`src/rtl/exc_seq_pkg.sv`:
```
package exc_seq_pkg;
  localparam int SR_T      = 15;
  localparam int SR_S      = 13;
  localparam int SR_M      = 12;
  localparam int SR_IPL_LO = 8;
  localparam int IPL_W     = 3;

  typedef enum logic [2:0] {
    ST_IDLE, ST_PUSH, ST_VEC, ST_POP_SR, ST_POP_PC, ST_POP_FMT
  } seq_state_e;

  typedef enum logic [2:0] {
    SLOT_PC, SLOT_FAULT, SLOT_FMTW, SLOT_RET, SLOT_SR
  } slot_e;
endpackage

```
`src/rtl/exc_entry_sr.sv`:
```
module exc_entry_sr
  import exc_seq_pkg::*;
(
  input  logic [15:0]      old_sr_i,
  input  logic             hw_irq_i,
  input  logic [IPL_W-1:0] irq_lvl_i,
  output logic [15:0]      new_sr_o,
  output logic             nest_o
);
  always_comb begin
    new_sr_o       = old_sr_i;
    new_sr_o[SR_S] = 1'b1;
    new_sr_o[SR_T] = 1'b0;
    if (hw_irq_i) new_sr_o[SR_IPL_LO +: IPL_W] = irq_lvl_i;
    nest_o = hw_irq_i & old_sr_i[SR_M];
  end
endmodule

```
`src/rtl/exc_push_plan.sv`:
```
module exc_push_plan
  import exc_seq_pkg::*;
(
  input  logic [3:0] fmt_i,
  input  logic [2:0] step_i,
  output slot_e      slot_o,
  output logic       long_o,
  output logic       last_o
);
  logic [2:0] extra;

  always_comb begin
    case (fmt_i)
      4'd4:       extra = 3'd2;
      4'd2, 4'd3: extra = 3'd1;
      default:    extra = 3'd0;
    endcase
    if (step_i < extra) begin
      slot_o = (fmt_i == 4'd4 && step_i == 3'd0) ? SLOT_PC : SLOT_FAULT;
    end else begin
      case (step_i - extra)
        3'd0:    slot_o = SLOT_FMTW;
        3'd1:    slot_o = SLOT_RET;
        default: slot_o = SLOT_SR;
      endcase
    end
    long_o = (slot_o == SLOT_PC) || (slot_o == SLOT_FAULT) || (slot_o == SLOT_RET);
    last_o = (step_i == extra + 3'd2);
  end
endmodule

```
`src/rtl/exc_unwind_skip.sv`:
```
module exc_unwind_skip (
  input  logic [3:0] fmt_i,
  output logic [7:0] skip_o
);
  always_comb begin
    case (fmt_i)
      4'd2, 4'd3: skip_o = 8'd4;
      4'd4:       skip_o = 8'd8;
      4'd7:       skip_o = 8'd52;
      default:    skip_o = 8'd0;
    endcase
  end
endmodule

```
`src/rtl/exc_frame_seq.sv`:
```
module exc_frame_seq
  import exc_seq_pkg::*;
#(
  parameter int AW       = 32,
  parameter int VEC_W    = 8,
  parameter bit ALIGN_SP = 1'b1
) (
  input  logic             clk,
  input  logic             rst_n,
  input  logic             enter_i,
  input  logic             unwind_i,
  input  logic             hw_irq_i,
  input  logic [IPL_W-1:0] irq_lvl_i,
  input  logic [15:0]      old_sr_i,
  input  logic [AW-1:0]    pc_i,
  input  logic [AW-1:0]    fault_addr_i,
  input  logic [VEC_W-1:0] vector_i,
  input  logic [3:0]       format_i,
  input  logic [AW-1:0]    sp_i,
  input  logic [AW-1:0]    alt_sp_i,
  input  logic [AW-1:0]    vbr_i,
  output logic             mem_req_o,
  output logic             mem_we_o,
  output logic             mem_long_o,
  output logic [AW-1:0]    mem_addr_o,
  output logic [31:0]      mem_wdata_o,
  input  logic             mem_ack_i,
  input  logic [31:0]      mem_rdata_i,
  output logic             busy_o,
  output logic             done_o,
  output logic [AW-1:0]    sp_o,
  output logic [AW-1:0]    master_sp_o,
  output logic [15:0]      sr_o,
  output logic [AW-1:0]    pc_o
);
  localparam int FPAD = 12 - VEC_W - 2;

  seq_state_e       state_q, state_d;
  logic [2:0]       step_q, step_d;
  logic [AW-1:0]    sp_q, sp_d, msp_q, msp_d, pc_q, pc_d;
  logic [AW-1:0]    fault_q, fault_d, alt_q, alt_d, vbr_q, vbr_d;
  logic [15:0]      sr_q, sr_d, fsr_q, fsr_d;
  logic [3:0]       fmt_q, fmt_d;
  logic [VEC_W-1:0] vec_q, vec_d;
  logic             nest_q, nest_d, second_q, second_d, entry_q, entry_d, done_q, done_d;

  logic [15:0]   ent_sr;
  logic          ent_nest;
  slot_e         slot;
  logic          slot_long, slot_last;
  logic [7:0]    skip;
  logic [AW-1:0] push_addr;

  exc_entry_sr u_sr (
    .old_sr_i(old_sr_i), .hw_irq_i(hw_irq_i), .irq_lvl_i(irq_lvl_i),
    .new_sr_o(ent_sr), .nest_o(ent_nest)
  );

  exc_push_plan u_plan (
    .fmt_i(fmt_q), .step_i(step_q), .slot_o(slot), .long_o(slot_long), .last_o(slot_last)
  );

  exc_unwind_skip u_skip (.fmt_i(mem_rdata_i[15:12]), .skip_o(skip));

  function automatic logic [AW-1:0] align_sp(input logic [AW-1:0] v);
    return ALIGN_SP ? {v[AW-1:1], 1'b0} : v;
  endfunction

  assign push_addr = sp_q - (slot_long ? AW'(4) : AW'(2));

  // Memory port: driven only from registered state, so it is held until ack.
  always_comb begin
    mem_req_o   = 1'b0;
    mem_we_o    = 1'b0;
    mem_long_o  = 1'b0;
    mem_addr_o  = sp_q;
    mem_wdata_o = 32'h0;
    case (state_q)
      ST_PUSH: begin
        mem_req_o  = 1'b1;
        mem_we_o   = 1'b1;
        mem_long_o = slot_long;
        mem_addr_o = push_addr;
        case (slot)
          SLOT_PC, SLOT_RET: mem_wdata_o = 32'(pc_q);
          SLOT_FAULT:        mem_wdata_o = 32'(fault_q);
          SLOT_FMTW:         mem_wdata_o = {16'h0, fmt_q, {FPAD{1'b0}}, vec_q, 2'b00};
          default:           mem_wdata_o = {16'h0, fsr_q};
        endcase
      end
      ST_VEC: begin
        mem_req_o  = 1'b1;
        mem_long_o = 1'b1;
        mem_addr_o = vbr_q + {{(AW-VEC_W-2){1'b0}}, vec_q, 2'b00};
      end
      ST_POP_SR:  mem_req_o = 1'b1;
      ST_POP_PC:  begin mem_req_o = 1'b1; mem_long_o = 1'b1; mem_addr_o = sp_q + AW'(2); end
      ST_POP_FMT: begin mem_req_o = 1'b1; mem_addr_o = sp_q + AW'(6); end
      default: ;
    endcase
  end

  always_comb begin
    state_d = state_q; step_d = step_q; sp_d = sp_q; msp_d = msp_q; pc_d = pc_q;
    fault_d = fault_q; alt_d = alt_q; vbr_d = vbr_q; sr_d = sr_q; fsr_d = fsr_q;
    fmt_d = fmt_q; vec_d = vec_q; nest_d = nest_q; second_d = second_q;
    entry_d = entry_q; done_d = 1'b0;
    case (state_q)
      ST_IDLE: begin
        if (enter_i) begin
          state_d  = ST_PUSH;
          step_d   = 3'd0;
          sp_d     = align_sp(sp_i);
          pc_d     = pc_i;
          fault_d  = fault_addr_i;
          alt_d    = alt_sp_i;
          vbr_d    = vbr_i;
          vec_d    = vector_i;
          fsr_d    = old_sr_i;
          nest_d   = ent_nest;
          fmt_d    = ent_nest ? 4'd0 : format_i;
          sr_d     = ent_nest ? (ent_sr & ~(16'h1 << SR_M)) : ent_sr;
          second_d = 1'b0;
          entry_d  = 1'b1;
        end else if (unwind_i) begin
          state_d = ST_POP_SR;
          sp_d    = sp_i;
          entry_d = 1'b0;
        end
      end
      ST_PUSH: if (mem_ack_i) begin
        sp_d   = push_addr;
        step_d = step_q + 3'd1;
        if (slot_last) begin
          if (!second_q) msp_d = push_addr;
          if (nest_q) begin
            sp_d     = align_sp(alt_q);
            step_d   = 3'd0;
            fmt_d    = 4'd1;
            fsr_d    = sr_q | (16'h1 << SR_M);
            nest_d   = 1'b0;
            second_d = 1'b1;
          end else begin
            state_d = ST_VEC;
          end
        end
      end
      ST_VEC: if (mem_ack_i) begin
        pc_d    = mem_rdata_i[AW-1:0];
        state_d = ST_IDLE;
        done_d  = 1'b1;
      end
      ST_POP_SR: if (mem_ack_i) begin
        sr_d    = mem_rdata_i[15:0];
        state_d = ST_POP_PC;
      end
      ST_POP_PC: if (mem_ack_i) begin
        pc_d    = mem_rdata_i[AW-1:0];
        state_d = ST_POP_FMT;
      end
      ST_POP_FMT: if (mem_ack_i) begin
        if (mem_rdata_i[15:12] == 4'd1) begin
          sp_d    = sp_q + AW'(8);
          state_d = ST_POP_SR;
        end else begin
          sp_d    = sp_q + AW'(8) + AW'(skip);
          state_d = ST_IDLE;
          done_d  = 1'b1;
        end
      end
      default: state_d = ST_IDLE;
    endcase
  end

  always_ff @(posedge clk or negedge rst_n) begin
    if (!rst_n) begin
      state_q <= ST_IDLE; step_q <= '0; sp_q <= '0; msp_q <= '0; pc_q <= '0;
      fault_q <= '0; alt_q <= '0; vbr_q <= '0; sr_q <= '0; fsr_q <= '0;
      fmt_q <= '0; vec_q <= '0; nest_q <= 1'b0; second_q <= 1'b0;
      entry_q <= 1'b0; done_q <= 1'b0;
    end else begin
      state_q <= state_d; step_q <= step_d; sp_q <= sp_d; msp_q <= msp_d; pc_q <= pc_d;
      fault_q <= fault_d; alt_q <= alt_d; vbr_q <= vbr_d; sr_q <= sr_d; fsr_q <= fsr_d;
      fmt_q <= fmt_d; vec_q <= vec_d; nest_q <= nest_d; second_q <= second_d;
      entry_q <= entry_d; done_q <= done_d;
    end
  end

  assign busy_o      = (state_q != ST_IDLE);
  assign done_o      = done_q;
  assign sp_o        = sp_q;
  assign master_sp_o = msp_q;
  assign sr_o        = sr_q;
  assign pc_o        = pc_q;

  p_req_hold_r11: assert property (@(posedge clk) disable iff (!rst_n)
    mem_req_o && !mem_ack_i |=> mem_req_o && $stable(mem_addr_o) && $stable(mem_wdata_o)
      && $stable(mem_we_o) && $stable(mem_long_o));
  p_done_pulse_r9: assert property (@(posedge clk) disable iff (!rst_n)
    done_o |=> !done_o);
  p_done_idle_r9: assert property (@(posedge clk) disable iff (!rst_n)
    done_o |-> !busy_o && !mem_req_o);
  p_entry_sr_r1: assert property (@(posedge clk) disable iff (!rst_n)
    done_o && entry_q |-> sr_o[SR_S] && !sr_o[SR_T]);
  p_even_push_r2: assert property (@(posedge clk) disable iff (!rst_n)
    ALIGN_SP && mem_req_o && mem_we_o |-> !mem_addr_o[0]);
  p_busy_keeps_r10: assert property (@(posedge clk) disable iff (!rst_n)
    busy_o && !(mem_req_o && mem_ack_i) |=> busy_o && $stable(sp_o));
endmodule

```
`config.mk`:
```
export PLATFORM = sky130hd
export DESIGN_NAME = exc_frame_seq
export DESIGN_NICKNAME = d
export VERILOG_FILES = /design/src/rtl/exc_seq_pkg.sv /design/src/rtl/exc_entry_sr.sv /design/src/rtl/exc_push_plan.sv /design/src/rtl/exc_unwind_skip.sv /design/src/rtl/exc_frame_seq.sv
export SDC_FILE = /design/constraint.sdc
export NUM_CORES = 1
export LEC_CHECK = 0
export CAP_MARGIN = 5
export CELL_PAD_IN_SITES_DETAIL_PLACEMENT = 2
export CELL_PAD_IN_SITES_GLOBAL_PLACEMENT = 2
export CORE_MARGIN = 4
export CORE_UTILIZATION = 31
export CTS_BUF_LIST = sky130_fd_sc_hd__clkbuf_4 sky130_fd_sc_hd__clkbuf_8
export DETAILED_ROUTE_END_ITERATION = 16
export GPL_TIMING_DRIVEN = 0
export HOLD_SLACK_MARGIN = 0.05
export PLACE_DENSITY = 0.92
export SKIP_LAST_GASP = 1
export SLEW_MARGIN = 10
export SYNTH_ARGS = -nofsm -noshare
export SYNTH_HDL_FRONTEND = slang
export SYNTH_SLANG_ARGS = --single-unit
```
`constraint.sdc`:
```
create_clock -name clk -period 19.59 [get_ports clk]
set_input_delay 4.8975 -clock clk [delete_from_list [all_inputs] [get_ports clk]]
set_output_delay 4.8975 -clock clk [all_outputs]
set_load 0.05 [all_outputs]
```
==> results of run 1 <==
-- final cells by class --
cell class	count	share of cell area
Clock buffer	83	0.0465
Clock inverter	5	0.00288
Tap cell	672	0.0387
Timing Repair Buffer	409	0.190
Buffer	151	0.0270
Sequential cell	244	0.281
Antenna cell	2	0.000230
Multi-Input combinational cell	1577	0.408
Inverter	33	0.00570
-- cells in the mapped netlist, types with 6 or more instances --
cell        n  share of area
o221ai_1    9         0.0050
nor3_1     31         0.0099
and3_1     16         0.0064
and2_1     15         0.0060
inv_1      33         0.0079
a21oi_1    91          0.029
xnor2_1    58          0.032
a32oi_1     7         0.0039
mux2i_1    65          0.041
o21ai_0   219          0.070
a221oi_1   12         0.0067
nand2b_1   10         0.0040
or3_1      13         0.0052
a31oi_1    27          0.011
nand2_1   565           0.14
nor4_1     14         0.0056
a222oi_1    8         0.0051
o21bai_1    7         0.0033
o31ai_1     9         0.0043
buf_2       9         0.0029
nor3b_1     9         0.0043
a21o_1     11         0.0053
buf_1       8         0.0019
nand3_1    55          0.018
o31a_1      6         0.0033
dfrtp_1   244           0.39
a211oi_1   16         0.0077
a21boi_0    7         0.0033
o22ai_1    14         0.0056
nor2_1    101          0.024
o211ai_1    9         0.0043
nor2b_1     6         0.0024
mux2_2      7         0.0050
nand4_1    19         0.0076
xor2_1     21          0.012
a22oi_1     6         0.0029
or4_1       7         0.0033
ha_1       22          0.018
clkbuf_1  131          0.031
-- worst register-to-register path: stages, from the launching register on --
cell      delay, ns
dfrtp_1        0.42
nor4b_1        0.57
inv_1          0.21
fa_1           0.46
xor2_1         0.19
nand2b_1       0.23
nor2_1         0.08
or2_2          0.29
clkbuf_1       0.30
inv_1          0.25
clkbuf_1       0.56
ha_1           0.30
inv_1          0.09
fa_1           0.44
a21boi_1       0.79
nand3_1        0.26
or3_1          0.49
nor3_1         0.28
nor3b_1        0.27
xnor2_1        0.32
a211oi_1       0.16
o31a_1         0.29
-- sequential cells by signal, indices dropped and copies added, names as in the netlist --
register     cells
vbr_q           32
nest_q           1
fsr_q           16
state_q          3
master_sp_o     32
step_q           3
second_q         1
sr_o            16
vec_q            8
sp_o            32
alt_q           31
done_o           1
pc_o            32
fault_q         32
fmt_q            4
-- layout by cell type (no fill, tap or decap), types with 8 or more instances in the layout --
cell type	instances
and2_1	15
a31oi_1	27
a222oi_1	8
o31ai_1	9
buf_2	9
buf_1	8
nor2_1	101
nor4_1	14
a21o_1	11
a221oi_1	12
clkbuf_8	62
or3_1	13
dfrtp_1	244
mux2i_1	65
nand2b_1	10
o22ai_1	14
clkbuf_1	131
clkbuf_4	21
o211ai_1	9
nand2_1	565
a211oi_1	16
xnor2_1	58
and3_1	16
nand4_1	19
o21ai_0	219
a21oi_1	91
o221ai_1	9
inv_1	33
nor3_1	31
ha_1	22
nand3_1	55
clkdlybuf4s50_1	406
nor3b_1	9
xor2_1	21
-- cell families (layout without fill, tap and decap cells) --
group                      count (synthesis)  count (layout)  share of synthesized area
and+or+nand+nor                          901             901                      0.257
AOI/OAI and AO/OA                        496             496                      0.192
DFF                                      244             244                      0.389
buffers and inverters                    184             681                     0.0453
xor gates and xnor gates                  81              81                     0.0462
muxes                                     72              72                     0.0465
adders and majority gates                 27              27                     0.0239
other                                      0               2                          0
-- report_power, final --
part	switching [uW]	internal [uW]
registers	248	742
logic	2500	978
clock network	260	337
-- final timing paths --
path / to / cells past startpoint / from
setup / recovery: mem_addr_o[25] / 21 / fmt_q[1]
hold / removal: fault_q[4] / 2 / fault_q[4]
setup reg to reg: sp_o[19] / 21 / fmt_q[1]
hold reg to reg: fault_q[4] / 2 / fault_q[4]
max in group asynchronous: alt_q[3] / 2 / rst_n
min in group asynchronous: vbr_q[19] / 1 / rst_n
-- layer usage --
metal,routed length [um],vias up,GRT usage
li1,-,7923,-
met1,37100,9396,0.401
met2,47000,770,0.596
met3,6290,235,0.0728
met4,5480,10,0.179
met5,59,-,0
-- metrics by stage --
step | setup WS [ns] | total power, uW | cells
4_1_cts | 5.87 | 5040 | 3174
2_1_floorplan | 8.98 | 2930 | 2005
5_1_grt | 5.54 | 5280 | 3176
3_3_place_gp | 2.34 | 4240 | 3084
6_report | 5.82 | 5070 | 3176
3_5_place_dp | 6.64 | 4380 | 3086
==> flow_metrics.tcl, run 1 <==
set metrics [dict create \
    syn_area_per_cell_um2 7.83 \
    routedWlPerCell_um 30.2 \
    maxSlewViolCount 0 \
    cts_resized 0 \
    drtIter0Drc 1194 \
    cts_setup_buffers 0 \
    synth.yosys.seq_area_share 0.389 \
    grt_usage 0.344 \
    crit_top_cell "inv_1" \
    final_hold_viol_count 0 \
    syn-num-nets 2261 \
    whs_ns 0.478 \
    ys.flop_type "dfrtp_1" \
    seqCellArea_um2 6110 \
    fin_util 0.434 \
    p_per_area_nw_per_um2 233 \
    place_congestion 0.933 \
    ys_seq_elements 244 \
    fp.dieW_um 233 \
    synth-edff-count 0 \
    crit_type "flip-flop to output pin" \
    max_slew_margin 0.156 \
    via_per_inst 5.77 \
    clk_latency_ns 0.67 \
    crit_family "simple AND/OR/NAND/NOR gates" \
    nFillCells 5735 \
    start_util 0.313 \
    hpwl_mm 73.6 \
    firstDrtPassIters 5 \
    ir_worst_vdd_v 0.000109 \
    placedInstanceArea_um2 20700 \
    grt_max_degree 101 \
    io_buffers 407 \
    ys_async_sr_fraction 1.00 \
    endpoint_kind "output pin" \
    syn_to_final_growth_pct 38.6 \
    outcome "completed" \
    grt_antenna_before_repair 8 \
    cp_max_fo 12 \
    max_slew.worst_pin.slew_ns 1.27 \
    die_h_um 233 \
    cts_tree "done" \
    grt_pass1_vias 20478 \
    max_freq_mhz 72.6 \
    cts_sinks 244 \
    crit_buf_inv 6 \
    fin_crit_sh 0.703 \
    finalSetupTns_ns 0 \
    grt_pass1_wl_mm 138 \
    p_leak_uw 0.00897 \
    reg2reg_setup_slack_ns 12.21 \
    netlist_area_um2 15700 \
    die_area_um2 54300 \
    drv_cap 0 \
    row_count 82 \
    clkTransAtPathRegs_ns 0.06 \
    root_buffer "clkbuf_8" \
    worst_ep_required_time_ns 14.69 \
    nets 2720 \
    yosys_warnings 0 \
    ctsHoldBuffers 0 \
    setup_viol 0 \
    pin_count 410 \
    cp_cell_sequence "nor4b_1 > inv_1 > fa_1 > xor2_1 > nand2b_1 > nor2_1 > or2_2 > clkbuf_1 > inv_1 > clkbuf_1 > ha_1 > inv_1 > fa_1 > a21boi_1 > nand3_1 > nor4_1 > xor2_1 > o22ai_1 > o31ai_1 > or3_1 > clkdlybuf4s50_1" \
    ant_nets 0 \
    core_um2 50100 \
    multiInputGateArea_um2 8880 \
    min_path_type "flip-flop to flip-flop" \
    postRouteWirelength_mm 95.9 \
    design_area_um2 21700 \
    cp-start-kind "flip-flop" \
    synth.distinct_cells 85 \
    skew_ns 0.0400 \
    num_vias 18334 \
    critical-path-max-stage-delay_ns 0.82 \
    htreeDepth 2 \
    cp_slowest_cell "clkdlybuf4s50_1" \
    netlist_instances 2005 \
    rsz0062_at_grt "false" \
    numCtsBuffers 48 \
    drc 0 \
    grt_remaining_overflow 0 \
    finalCriticalPeriod_ns 13.77 \
    cp_data_arrival_time_ns 8.87 \
    cts_buffer_depth 3 \
    drive_gt1_frac 0.0556 \
]
Power figures use the tool's default switching activity.
==> run 2, diff against run 1 <==
- CORE_UTILIZATION: 31 -> 29
- PLACE_DENSITY: 0.92 -> 0.87
- clock period: 19.59 -> 13.4 ns (I/O delays scaled with it)
==> run 2 against run 1 <==
  * Clock-buffer cell count down 6
  * Largest power group unchanged
  * Combinational power up 45%
  * Worst hold slack worse by 0.0028 ns
  * Worst setup slack worse by 4.6 ns
==> flow_metrics.tcl, run 2 (synthesis gave the netlist of run 1 again) <==
set metrics [dict create \
    outcome "completed" \
    final_cell_mix "nand2_1, clkdlybuf4s50_1, dfrtp_1, o21ai_0, clkbuf_1" \
    drv_cap 0 \
    max_freq_mhz 81.8 \
    p_per_area_nw_per_um2 336 \
    power_frac_seq 0.197 \
    drc 0 \
    drtIter0Drc 1116 \
    min_path_type "flip-flop to flip-flop" \
    via_per_inst 5.63 \
    ant_nets 0 \
    cp-start-kind "flip-flop" \
    grt_usage 0.313 \
    nets 2722 \
    cts_buffer_depth 3 \
    setup_viol 0 \
    p_switching_uw 4330 \
    seqCellArea_um2 6110 \
    clock_power_share 0.112 \
    maxSlewViolCount 0 \
    internal_power_uw 2960 \
    syn_to_final_growth_pct 38.4 \
    sw_frac_of_total 0.594 \
    endpoint_kind "output pin" \
    cp_data_arrival_time_ns 8.87 \
    final_hold_viol_count 0 \
    firstDrtPassIters 5 \
    clkTransAtPathRegs_ns 0.06 \
    clk_latency_ns 0.64 \
    combinationalPowerShare 0.691 \
    ctsHoldBuffers 0 \
    worst_ep_required_time_ns 10.05 \
    whs_ns 0.476 \
    htreeDepth 2 \
    max_slew_margin 0.118 \
    io_buffers 407 \
    cts_tree "done" \
    cts_setup_buffers 0 \
    place_congestion 0.942 \
    rsz0062_at_grt "false" \
    cts_sinks 244 \
    cts_resized 0 \
    multiInputGateArea_um2 8880 \
    finalCriticalPeriod_ns 12.22 \
    numCtsBuffers 49 \
    cp_max_fo 12 \
    p_leak_uw 0.00893 \
    routedWlPerCell_um 29.1 \
    crit_type "flip-flop to output pin" \
    grt_pass1_wl_mm 134 \
    nFillCells 6089 \
    max_slew.worst_pin.slew_ns 1.32 \
    die_h_um 241 \
    fp.dieW_um 241 \
    final_common_cell "nand2_1" \
    postRouteWirelength_mm 93.0 \
    pin_count 410 \
    ir_worst_vdd_v 0.000172 \
    grt_antenna_before_repair 3 \
    skew_ns 0.0252 \
    core_um2 53700 \
    fin_crit_sh 0.912 \
    finalSetupTns_ns 0 \
    root_buffer "clkbuf_8" \
    grt_remaining_overflow 0 \
    grt_max_degree 81 \
    die_area_um2 57900 \
    num_vias 17986 \
    hpwl_mm 72.5 \
    drive_gt1_frac 0.0544 \
    start_util 0.292 \
    row_count 85 \
    grt_pass1_vias 20236 \
]
## run 2: final timing paths
kind / start / end / slack [ns] / cells after the start
setup / recovery: fmt_q[1] / mem_addr_o[25] / 1.18 / 21
hold / removal: alt_q[2] / alt_q[2] / 0.48 / 2
setup reg to reg: fmt_q[1] / sp_o[19] / 6.03 / 21
hold reg to reg: alt_q[2] / alt_q[2] / 0.48 / 2
max in group asynchronous: rst_n / sr_o[14] / 9.79 / 3
min in group asynchronous: rst_n / vbr_q[20] / 2.60 / 1
## run 2: cell type report
cell class	instances	area share
buffer	151	0.0270
clock inverter	7	0.00184
timing repair buffer	410	0.192
multi-input combinational	1577	0.409
sequential	244	0.281
antenna	1	0.000115
inverter	33	0.00570
tap	696	0.0401
clock buffer	77	0.0439
## run 2: metal layers
metal | vias to the layer above | wire [um] | track usage
li1 | 7910 | - | -
met1 | 9236 | 36700 | 0.366
met2 | 659 | 45600 | 0.551
met3 | 179 | 6180 | 0.0660
met4 | 2 | 4520 | 0.143
met5 | - | 7 | 0
## run 2: worst max-delay path: stages (launching register included)
cell and delay [ns]:
dfrtp_1 0.43, nor4b_1 0.65, inv_1 0.20, fa_1 0.44, xor2_1 0.17, nand2b_1 0.21, nor2_1 0.08, or2_2 0.27
clkbuf_1 0.30, inv_1 0.27, clkbuf_1 0.58, ha_1 0.29, inv_1 0.09, fa_1 0.42, a21boi_1 0.84, nand3_1 0.55
nor4_1 0.39, xor2_1 0.47, o22ai_1 0.14, o31ai_1 0.41, or3_1 0.19, clkdlybuf4s50_1 0.81
## run 2: per-stage QoR
stage	utilization	cells	worst slack [ns]	area (um^2)	power, uW
2_1_floorplan	-	2005	4.34	15700	4280
5_1_grt	0.404	3196	0.949	21700	7650
4_1_cts	0.404	3195	1.26	21700	7280
6_report	0.404	3196	1.18	21700	7300
3_5_place_dp	0.386	3111	2.06	20700	6410
3_3_place_gp	0.384	3108	-2.19	20600	6240
## run 2: power by group through the flow
stage	clock network (uW)	logic (uW)	registers [uW]
after global routing	864	5310	1480
after CTS	830	5010	1440
after floorplan	0	2460	1820
after detailed placement	0	4970	1440
after global placement	0	4820	1420
final	816	5040	1440
